==> src/rtl/ptp_tag_pkg.sv <==
package ptp_tag_pkg;

   localparam int unsigned ETH_HDR_BYTES = 14;
   localparam int unsigned PTP_HDR_BYTES = 34;
   localparam int unsigned PTP_SEQ_OFS   = 30;
   localparam int unsigned FP_W          = 20;

   typedef enum logic [3:0] {
      MSG_SYNC     = 4'h0,
      MSG_DLY_REQ  = 4'h1,
      MSG_FUP      = 4'h8,
      MSG_DLY_RESP = 4'h9
   } ptp_msg_e;

   typedef struct packed {
      logic [3:0]  kind;
      logic [15:0] seq;
   } ptp_fp_t;

   // Decide whether a frame wants a hardware stamp.
   function automatic logic wants_stamp(logic is_ptp, logic [3:0] kind, logic all_mode);
      logic resp;
      resp = is_ptp && (kind == MSG_DLY_RESP);
      return all_mode ? !resp : (is_ptp && !resp);
   endfunction

endpackage

==> src/rtl/ptp_frame_parse.sv <==
module ptp_frame_parse
   import ptp_tag_pkg::*;
#(
   parameter logic [15:0] ETYPE = 16'h88F7
) (
   input  logic       clk,
   input  logic       rst_n,
   input  logic       beat,
   input  logic [7:0] data,
   input  logic       last,
   output logic       hdr_done,
   output logic       is_ptp,
   output ptp_fp_t    fp
);

   localparam int unsigned HDR_END  = ETH_HDR_BYTES + PTP_HDR_BYTES;
   localparam int unsigned IDX_W    = $clog2(HDR_END + 1);
   localparam int unsigned ET_HI    = ETH_HDR_BYTES - 2;
   localparam int unsigned ET_LO    = ETH_HDR_BYTES - 1;
   localparam int unsigned TYPE_POS = ETH_HDR_BYTES;
   localparam int unsigned SEQ_POS  = ETH_HDR_BYTES + PTP_SEQ_OFS;

   if (SEQ_POS + 1 >= HDR_END) begin : g_bad_layout
      $error("sequence field must lie inside the header");
   end

   logic [IDX_W-1:0] idx;
   logic [7:0]       et_hi;
   logic             et_ok;

   always_ff @(posedge clk) begin
      if (!rst_n) begin
         idx   <= '0;
         et_hi <= '0;
         et_ok <= 1'b0;
         fp    <= '0;
      end else if (beat) begin
         if (last) begin
            idx   <= '0;
            et_ok <= 1'b0;
            fp    <= '0;
         end else begin
            if (idx != IDX_W'(HDR_END)) idx <= idx + 1'b1;
            if (idx == IDX_W'(ET_HI))    et_hi <= data;
            if (idx == IDX_W'(ET_LO))    et_ok <= ({et_hi, data} == ETYPE);
            if (idx == IDX_W'(TYPE_POS)) fp.kind <= data[3:0];
            if (idx == IDX_W'(SEQ_POS))  fp.seq[15:8] <= data;
            if (idx == IDX_W'(SEQ_POS + 1)) fp.seq[7:0] <= data;
         end
      end
   end

   assign hdr_done = (idx == IDX_W'(HDR_END));
   assign is_ptp   = et_ok;


   idx_hold_chk: assert property (@(posedge clk) disable iff (!rst_n)
      !beat |=> $stable(idx));


   hdr_keep_chk: assert property (@(posedge clk) disable iff (!rst_n)
      hdr_done && !(beat && last) |=> hdr_done && $stable(fp));

endmodule

==> src/rtl/ptp_ts_fifo.sv <==
module ptp_ts_fifo #(
   parameter int unsigned W     = 84,
   parameter int unsigned DEPTH = 4
) (
   input  logic         clk,
   input  logic         rst_n,
   input  logic         push,
   input  logic         pop,
   input  logic [W-1:0] din,
   output logic [W-1:0] dout,
   output logic         empty,
   output logic         full
);

   localparam int unsigned AW = $clog2(DEPTH);

   if (DEPTH < 2 || (DEPTH & (DEPTH - 1)) != 0) begin : g_bad_depth
      $error("DEPTH must be a power of two of at least 2");
   end

   logic [W-1:0] mem [DEPTH];
   logic [AW:0]  wr_ptr, rd_ptr;
   logic         do_push, do_pop;

   assign empty   = (wr_ptr == rd_ptr);
   assign full    = (wr_ptr[AW] != rd_ptr[AW]) && (wr_ptr[AW-1:0] == rd_ptr[AW-1:0]);
   assign do_push = push && !full;
   assign do_pop  = pop && !empty;
   assign dout    = mem[rd_ptr[AW-1:0]];

   always_ff @(posedge clk) begin
      if (do_push) mem[wr_ptr[AW-1:0]] <= din;
   end

   always_ff @(posedge clk) begin
      if (!rst_n) begin
         wr_ptr <= '0;
         rd_ptr <= '0;
      end else begin
         if (do_push) wr_ptr <= wr_ptr + 1'b1;
         if (do_pop)  rd_ptr <= rd_ptr + 1'b1;
      end
   end


   full_drop_chk: assert property (@(posedge clk) disable iff (!rst_n)
      full && push && !pop |=> full && $stable(dout));


   pop_room_chk: assert property (@(posedge clk) disable iff (!rst_n)
      pop && !empty && !push |=> !full);

endmodule

==> src/rtl/ptp_tagger.sv <==
module ptp_tagger
   import ptp_tag_pkg::*;
#(
   parameter logic [15:0] PTP_ETYPE  = 16'h88F7,
   parameter int unsigned TS_W       = 64,
   parameter int unsigned FIFO_DEPTH = 4
) (
   input  logic              clk,
   input  logic              rst_n,
   input  logic              tx_stamp_all,
   input  logic [7:0]        tx_in_data,
   input  logic              tx_in_valid,
   input  logic              tx_in_last,
   output logic              tx_in_ready,
   output logic [7:0]        tx_out_data,
   output logic              tx_out_valid,
   output logic              tx_out_last,
   input  logic              tx_out_ready,
   output logic              tx_fp_valid,
   output logic [FP_W-1:0]   tx_fp,
   output logic              tx_ts_req,
   input  logic [7:0]        rx_in_data,
   input  logic              rx_in_valid,
   input  logic              rx_in_last,
   input  logic [TS_W-1:0]   rx_ts,
   output logic [7:0]        rx_out_data,
   output logic              rx_out_valid,
   output logic              rx_out_last,
   output logic [FP_W-1:0]   evt_fp,
   output logic [TS_W-1:0]   evt_time,
   input  logic              evt_pop,
   output logic              evt_irq,
   output logic              evt_ovf,
   input  logic              evt_ovf_clr
);

   localparam int unsigned ENT_W = FP_W + TS_W;
   localparam int unsigned NDIR  = 2;
   localparam int unsigned D_TX  = 0;
   localparam int unsigned D_RX  = 1;

   if (TS_W < 1) begin : g_bad_ts
      $error("TS_W must be at least 1");
   end

   // pass-through
   assign tx_out_data  = tx_in_data;
   assign tx_out_valid = tx_in_valid;
   assign tx_out_last  = tx_in_last;
   assign tx_in_ready  = tx_out_ready;
   assign rx_out_data  = rx_in_data;
   assign rx_out_valid = rx_in_valid;
   assign rx_out_last  = rx_in_last;

   logic       beat_v [NDIR];
   logic [7:0] data_v [NDIR];
   logic       last_v [NDIR];
   logic       hdr_v  [NDIR];
   logic       ptp_v  [NDIR];
   ptp_fp_t    fp_v   [NDIR];

   assign beat_v[D_TX] = tx_in_valid && tx_out_ready;
   assign data_v[D_TX] = tx_in_data;
   assign last_v[D_TX] = tx_in_last;
   assign beat_v[D_RX] = rx_in_valid;
   assign data_v[D_RX] = rx_in_data;
   assign last_v[D_RX] = rx_in_last;

   for (genvar d = 0; d < NDIR; d++) begin : g_dir
      ptp_frame_parse #(.ETYPE(PTP_ETYPE)) u_parse (
         .clk      (clk),
         .rst_n    (rst_n),
         .beat     (beat_v[d]),
         .data     (data_v[d]),
         .last     (last_v[d]),
         .hdr_done (hdr_v[d]),
         .is_ptp   (ptp_v[d]),
         .fp       (fp_v[d])
      );
   end

   // transmit decisions
   assign tx_fp_valid = hdr_v[D_TX] && ptp_v[D_TX];
   assign tx_fp       = tx_fp_valid ? fp_v[D_TX] : '0;
   assign tx_ts_req   = hdr_v[D_TX] && wants_stamp(ptp_v[D_TX], fp_v[D_TX].kind, tx_stamp_all);

   // receive capture
   logic            rx_mid;
   logic [TS_W-1:0] rx_ts_q;
   logic            rx_push;
   logic            fifo_empty, fifo_full;
   logic [ENT_W-1:0] fifo_out;

   always_ff @(posedge clk) begin
      if (!rst_n) begin
         rx_mid  <= 1'b0;
         rx_ts_q <= '0;
      end else if (rx_in_valid) begin
         rx_mid <= !rx_in_last;
         if (!rx_mid) rx_ts_q <= rx_ts;
      end
   end

   assign rx_push = rx_in_valid && rx_in_last && hdr_v[D_RX] &&
                    wants_stamp(ptp_v[D_RX], fp_v[D_RX].kind, 1'b0);

   ptp_ts_fifo #(.W(ENT_W), .DEPTH(FIFO_DEPTH)) u_fifo (
      .clk   (clk),
      .rst_n (rst_n),
      .push  (rx_push),
      .pop   (evt_pop),
      .din   ({fp_v[D_RX], rx_ts_q}),
      .dout  (fifo_out),
      .empty (fifo_empty),
      .full  (fifo_full)
   );

   assign evt_fp   = fifo_out[ENT_W-1:TS_W];
   assign evt_time = fifo_out[TS_W-1:0];
   assign evt_irq  = !fifo_empty;

   always_ff @(posedge clk) begin
      if (!rst_n)                     evt_ovf <= 1'b0;
      else if (rx_push && fifo_full)  evt_ovf <= 1'b1;
      else if (evt_ovf_clr)           evt_ovf <= 1'b0;
   end


   tx_fp_hold_chk: assert property (@(posedge clk) disable iff (!rst_n)
      tx_fp_valid && !(tx_in_valid && tx_out_ready && tx_in_last)
      |=> tx_fp_valid && $stable(tx_fp));


   tx_resp_quiet_chk: assert property (@(posedge clk) disable iff (!rst_n)
      tx_fp_valid && tx_fp[FP_W-1:FP_W-4] == MSG_DLY_RESP |-> !tx_ts_req);


   irq_push_chk: assert property (@(posedge clk) disable iff (!rst_n)
      rx_push |=> evt_irq);


   ovf_sticky_chk: assert property (@(posedge clk) disable iff (!rst_n)
      evt_ovf && !evt_ovf_clr |=> evt_ovf);


   push_at_end_chk: assert property (@(posedge clk) disable iff (!rst_n)
      rx_push |=> !rx_mid);

endmodule

==> config.mk <==
export PLATFORM = sky130hd
export DESIGN_NAME = ptp_tagger
export DESIGN_NICKNAME = d
export VERILOG_FILES = /design/src/rtl/ptp_tag_pkg.sv /design/src/rtl/ptp_frame_parse.sv /design/src/rtl/ptp_ts_fifo.sv /design/src/rtl/ptp_tagger.sv
export SDC_FILE = /design/constraint.sdc
export NUM_CORES = 1
export LEC_CHECK = 0
export BUFFER_PORTS_ARGS = -buffer_cell sky130_fd_sc_hd__buf_4
export CORE_MARGIN = 1
export CORE_UTILIZATION = 26
export CTS_BUF_LIST = sky130_fd_sc_hd__clkbuf_2
export CTS_CLUSTER_SIZE = 30
export DETAILED_ROUTE_END_ITERATION = 10
export HOLD_SLACK_MARGIN = 0.03
export PLACE_DENSITY_LB_ADDON = 0.15
export SETUP_SLACK_MARGIN = 0.5
export SLEW_MARGIN = 0
export SYNTH_ARGS = -nofsm -noshare
export SYNTH_HDL_FRONTEND = slang
export SYNTH_SLANG_ARGS = --single-unit
==> constraint.sdc <==
create_clock -name clk -period 4.6 [get_ports clk]
set_input_delay 0.46 -clock clk [delete_from_list [all_inputs] [get_ports clk]]
set_output_delay 0.46 -clock clk [all_outputs]
set_load 0.02 [all_outputs]
# Word-level counts from Yosys, hierarchy flattened
# Memories as Yosys holds them, arrays and structs flattened. A register that Yosys moved wholly into a read port is not among the register bits.
# Cells that the tools add are included.
dict set report totals {
  register_bits 142
  ramBits 336
  in_bits 90
  output_inout_bits 129
  wordCells 113
  memories 1
}
# name words width read_ports rd_clocked_by_memory_dff write_ports line_no
set mem_list {}
lappend mem_list {u_fifo.mem 4 84 1 1 1 ptp_ts_fifo.sv:21} ;# logic [W-1:0] mem [DEPTH];
dict set report op_classes {
  add_sub_neg 4
  n_eq_ne 21
  mux 24
  bitwise 3
  n_reduce_logical 43
}
# op n
set ops {}
lappend ops {{$mux 20} 3}
lappend ops {{$eq 6x4->1 const B} 6}
lappend ops {{$eq 6x6->1 const B} 6}
lappend ops {{$eq 16x16->1 const B} 2}
lappend ops {{$mux 8} 4}
lappend ops {{$mux 6} 4}
lappend ops {{$reduce_and 2->1} 11}
lappend ops {{$reduce_bool 2->1} 11}
lappend ops {{$logic_and 1x1->1} 14}
lappend ops {{$add 6x1->6 const B} 2}
lappend ops {{$ne 6x6->1 const B} 2}
lappend ops {{$mux 1} 9}
lappend ops {{$eq 4x4->1 const B} 2}
lappend ops {{$mux 4} 2}
lappend ops {{$add 3x1->3 const B} 2}
lappend ops {{$reduce_and 3->1} 2}
lappend ops {{$logic_not 1->1} 5}
lappend ops {{$mux 2} 2}
lappend ops {{$eq 3x3->1} 1}
lappend ops {{$not 1->1} 3}
lappend ops {{$eq 2x2->1} 1}
lappend ops {{$ne 1x1->1} 1}

# Logic depth before layout (Yosys ltp)
dict set report logic_depth {
  depth_word 8
  ltp_mapped 6
  ltp_nobuf 5
}

# Modules after synthesis
# A second synthesis with hierarchy kept.
dict set report hier_totals {
  cells_unflattened 1131
  area_unflattened_um2 18672.9
}
# mod n_inst cells_each area_each_um2 seq_area_each_um2
set modules_own_cells {}
lappend modules_own_cells {ptp_ts_fifo 1 506 12658.4 10249.8}
lappend modules_own_cells {ptp_tagger 1 339 3081.7 1321.3}
lappend modules_own_cells {ptp_frame_parse 2 143 1466.4 700.7}

# Worst setup path after synthesis
# No wires, ideal clock.
dict set report synth_path {
  kind {register to register}
  start {register g_dir[1].u_parse.idx[0]}
  end {memory u_fifo.mem[1][0] (enable)}
  setup_ps 452
  t_arrival_ps 3183
  required_ps 4148
  setup_slack_ps 966
  stages_incl_launch_ff 6
  path_cell_list {dfxtp_1 inv_1 ha_1 nand4_2 nor3_2 and2_1}
}
dict set report synth_via {
  elab_chain_len 6
}
# item line_no
set synth_lines {}
lappend synth_lines {{start, declared} ptp_frame_parse.sv:27} ;# logic [IDX_W-1:0] idx;
lappend synth_lines {{start signal, assigned} ptp_frame_parse.sv:43} ;# if (idx != IDX_W'(HDR_END)) idx <= idx + 1'b1;
lappend synth_lines {{$eq 6x6->1} ptp_frame_parse.sv:53} ;# assign hdr_done = (idx == IDX_W'(HDR_END));
lappend synth_lines {{$logic_and 1x1->1 (2 in series)} ptp_tagger.sv:104} ;# assign rx_push = rx_in_valid && rx_in_last && hdr_v[D_RX] &&
lappend synth_lines {{$logic_and 1x1->1} ptp_ts_fifo.sv:27} ;# assign do_push = push && !full;
lappend synth_lines {{$mux 1} ptp_ts_fifo.sv:32} ;# if (do_push) mem[wr_ptr[AW-1:0]] <= din;
lappend synth_lines {{$mux 1 (not written as such)} ptp_ts_fifo.sv:32}
lappend synth_lines {{end, declared} ptp_ts_fifo.sv:21}
# Every way passes these cells.

==> flow_metrics.env <==
export IMPL_outcome="completed"
export IMPL_max_cap_violations=0
export IMPL_hp_start="rx_in_last"
export IMPL_die_area_um2=70300
export IMPL_synth_most_common_cell="edfxtp_1"
export IMPL_setup_violations_final=0
export IMPL_synth_xor_area_frac=0.00438
export IMPL_power_leakage_nw=8.69
export IMPL_numCtsBuffers=136
export IMPL_wl_per_cell_um=18.4
export IMPL_die_h_um=265
export IMPL_via_per_inst=4.28
export IMPL_drive_gt1_frac=0.320
export IMPL_synth_commonest_cells="336 x edfxtp_1, 167 x nand2_1, 144 x dfxtp_1, 84 x mux4_2, 70 x a21oi_1"
export IMPL_antenna_left=0
export IMPL_end_kind="output port"
export IMPL_yosysUniqueCellTypes=56
export IMPL_syn_area_per_cell_um2=16.0
export IMPL_grt_pass1_vias=12352
export IMPL_slew_viol_final=0
export IMPL_fin_crit_sh=0.814
export IMPL_async_reset_ff_frac=0
export IMPL_yosysWarnings=0
export IMPL_place_hpwl_um=27900
export IMPL_r2r_end="rx_ts_q[56]"
export IMPL_drt_initial_drc_count=601
export IMPL_place_area_um2=20600
export IMPL_vias=11579
export IMPL_internal_power_mw=6.33
export IMPL_rsz0062_at_grt="no"
export IMPL_powerDensity_nw_per_um2=344
export IMPL_clock_latency_ps=1310
export IMPL_swShare=0.247
export IMPL_start_util=0.263
export IMPL_grt_pass1_wl_um=74700
export IMPL_power_mw=8.40
export IMPL_placed_cells=2207
export IMPL_synth_adder_area_share=0.00903
export IMPL_slew_headroom=0.288
export IMPL_dr_pass1_iters=5
export IMPL_criticalPathCategory="reg -> out"
export IMPL_skew_ps=98.5
export IMPL_clockRootBuffer="clkbuf_2"
export IMPL_drc_errors=0
export IMPL_tns_ps=0
export IMPL_synth_top_area_share=0.560
export IMPL_synth_top_family_by_area="multiplexers"
export IMPL_io_buffer_count=218
export IMPL_syn_cell_area_um2=18000
export IMPL_ys_ff_latch=480
export IMPL_layout_nets=1765
export IMPL_area_growth_pct=35.6
export IMPL_gr_usage_all_layers=0.144
export IMPL_synth_seq_area_share=0.720
export IMPL_fin_cells=2707
export IMPL_boundaryPins=219
export IMPL_synth_simple_area_share=0.0814
export IMPL_synthTopCellsByArea="edfxtp_1 56%, dfxtp_1 16%, mux4_2 11%"
export IMPL_core_um2=68600
export IMPL_tightest_slew_ps=1070
export IMPL_synth_ff_type="edfxtp_1"
export IMPL_clk_path_buf_depth=3
export IMPL_grt_overflow=0
export IMPL_worstPathMaxFanout=45
export IMPL_synth_compound_area_frac=0.0487
export IMPL_regToRegSetupSlack_ps=1700
export IMPL_muxShareOfSynthArea=0.112
export IMPL_startpoint_type="flip-flop"
export IMPL_wirelength_um=49800
export IMPL_fin_util=0.356
export IMPL_timing_final_crit_period_ps=3740
export IMPL_p_comb_frac=0.051
export IMPL_syn_inst=1125
export IMPL_seqPwrFrac=0.556
export IMPL_hold_viol=0
export IMPL_antenna_found_initial=4
export IMPL_crit_arrival_ps=3280
export IMPL_yosysTopAreaCell="edfxtp_1"
export IMPL_fmax_mhz=267
export IMPL_rows=96
export IMPL_htree_levels=4
export IMPL_path_clk_slew_ps=100
export IMPL_gp_congestion=0.690
export IMPL_final_area_um2=24400
export IMPL_synth_edf_count=336
export IMPL_clock_sinks=480
export IMPL_min_path_type="in -> reg"
export IMPL_timing_rr_start="rx_mid"
export IMPL_pwr_share_clk=0.393
export IMPL_grt_start_max_net_pins=65
export IMPL_synth_nets=1228
export IMPL_worst_ep_required_time_ps=4140
export IMPL_worst_hold_path_endpoint="g_dir[1].u_parse.et_hi[2]"
export IMPL_cts_tree="yes"
export IMPL_p_switching_mw=2.08
export IMPL_whs_path_depth=4
export IMPL_r2r_cells=6
export IMPL_vdd_drop_max_mv=0.152
export IMPL_fp_dieW_um=265
==> metrics by stage <==
step	worst slack, ps	hold slack [ps]
4_1_cts	547	36.5
3_5_place_dp	1680	450
3_3_place_gp	1710	441
2_1_floorplan	966	428
6_report	857	242
5_1_grt	596	126
==> flip-flops by register name, indices dropped and copies added (netlist names), 2 cells and up, named ones only <==
name	count
g_dir.u_parse.idx	12
g_dir.u_parse.is_ptp	2
g_dir.u_parse.et_hi	16
rx_ts_q	64
u_fifo.wr_ptr	3
u_fifo.rd_ptr	3
g_dir.u_parse.fp	40
u_fifo.mem	336
==> power by group through the flow <==
stage	combinational [mW]	clock [mW]	sequential, mW
final	0.425	3.31	4.67
after global routing	0.462	3.68	4.68
after CTS	0.430	3.48	4.67
after detailed placement	0.263	0	4.77
after global placement	0.260	0	4.77
after floorplan	0.128	0	4.76
==> cell usage in the layout, fill, tap and decap left out, types with 13 or more instances in the layout <==
cell type,instances
ha_1,13
clkbuf_2,216
dlygate4sd3_1,247
mux2i_1,13
nor2_1,24
a22o_1,33
buf_4,225
dfxtp_1,142
a21oi_1,70
mux4_2,84
edfxtp_1,336
and2_1,22
o21ai_0,21
nand2_1,167
clkinv_1,16
nand3_1,20
==> area by class of cell <==
type / count / area, µm²
inverter: 8 / 31.3
clock inverter: 29 / 234
timing repair buffer: 478 / 4280
tap: 931 / 1160
fill: 6747 / 44200
multi-input combinational: 558 / 4630
clock buffer: 216 / 1080
sequential: 480 / 13000
antenna: 7 / 17.5
==> how the worst max path moves through the flow <==
| stage | start | to | slack [ps] | depth (start not counted) |
|---|---|---|---|---|
| final | flip-flop | evt_fp[15] | 860 | 3 |
| after global routing | flip-flop | evt_fp[15] | 600 | 3 |
| after CTS | flip-flop | evt_fp[15] | 550 | 3 |
| after detailed placement | rst_n | g_dir[1].u_parse.fp[10] | 1680 | 5 |
| after global placement | g_dir[1].u_parse.idx[0] | u_fifo.mem[1][16] | 1710 | 6 |
| after floorplan | g_dir[1].u_parse.idx[0] | u_fifo.mem[1][0] | 970 | 5 |
==> metal layers <==
metal | part of all wire | GRT usage | wire length [µm] | vias up
met4 | 0.019 | 0.0587 | 942 | 4
li1 | - | - | - | 5435
met1 | 0.45 | 0.182 | 22500 | 5776
met2 | 0.48 | 0.235 | 24100 | 278
met5 | 0.00046 | 0 | 23 | -
met3 | 0.047 | 0.0355 | 2320 | 86
==> logic make-up after synthesis <==
logic type                 after synthesis
adders and majority gates               13
DFF                                    480
muxes                                   97
buffers and inverters                   87
AOI/OAI and AO/OA                      141
and+or+nand+nor                        298
xor gates and xnor gates                 9
==> critical path, stage by stage (launching register included) <==
cell     delay [ps]
dfxtp_4         880
buf_4           520
mux4_2          440
buf_4           190
==> timing repair <==
item                                    CTS  global route
endpoints found under the setup margin   41             0
hold buffers                            247             0
hold endpoints to repair                240             0
gates resized for setup                   1             0
buffers inserted                          1             0
Note: power is estimated with default switching activity, not from simulation.
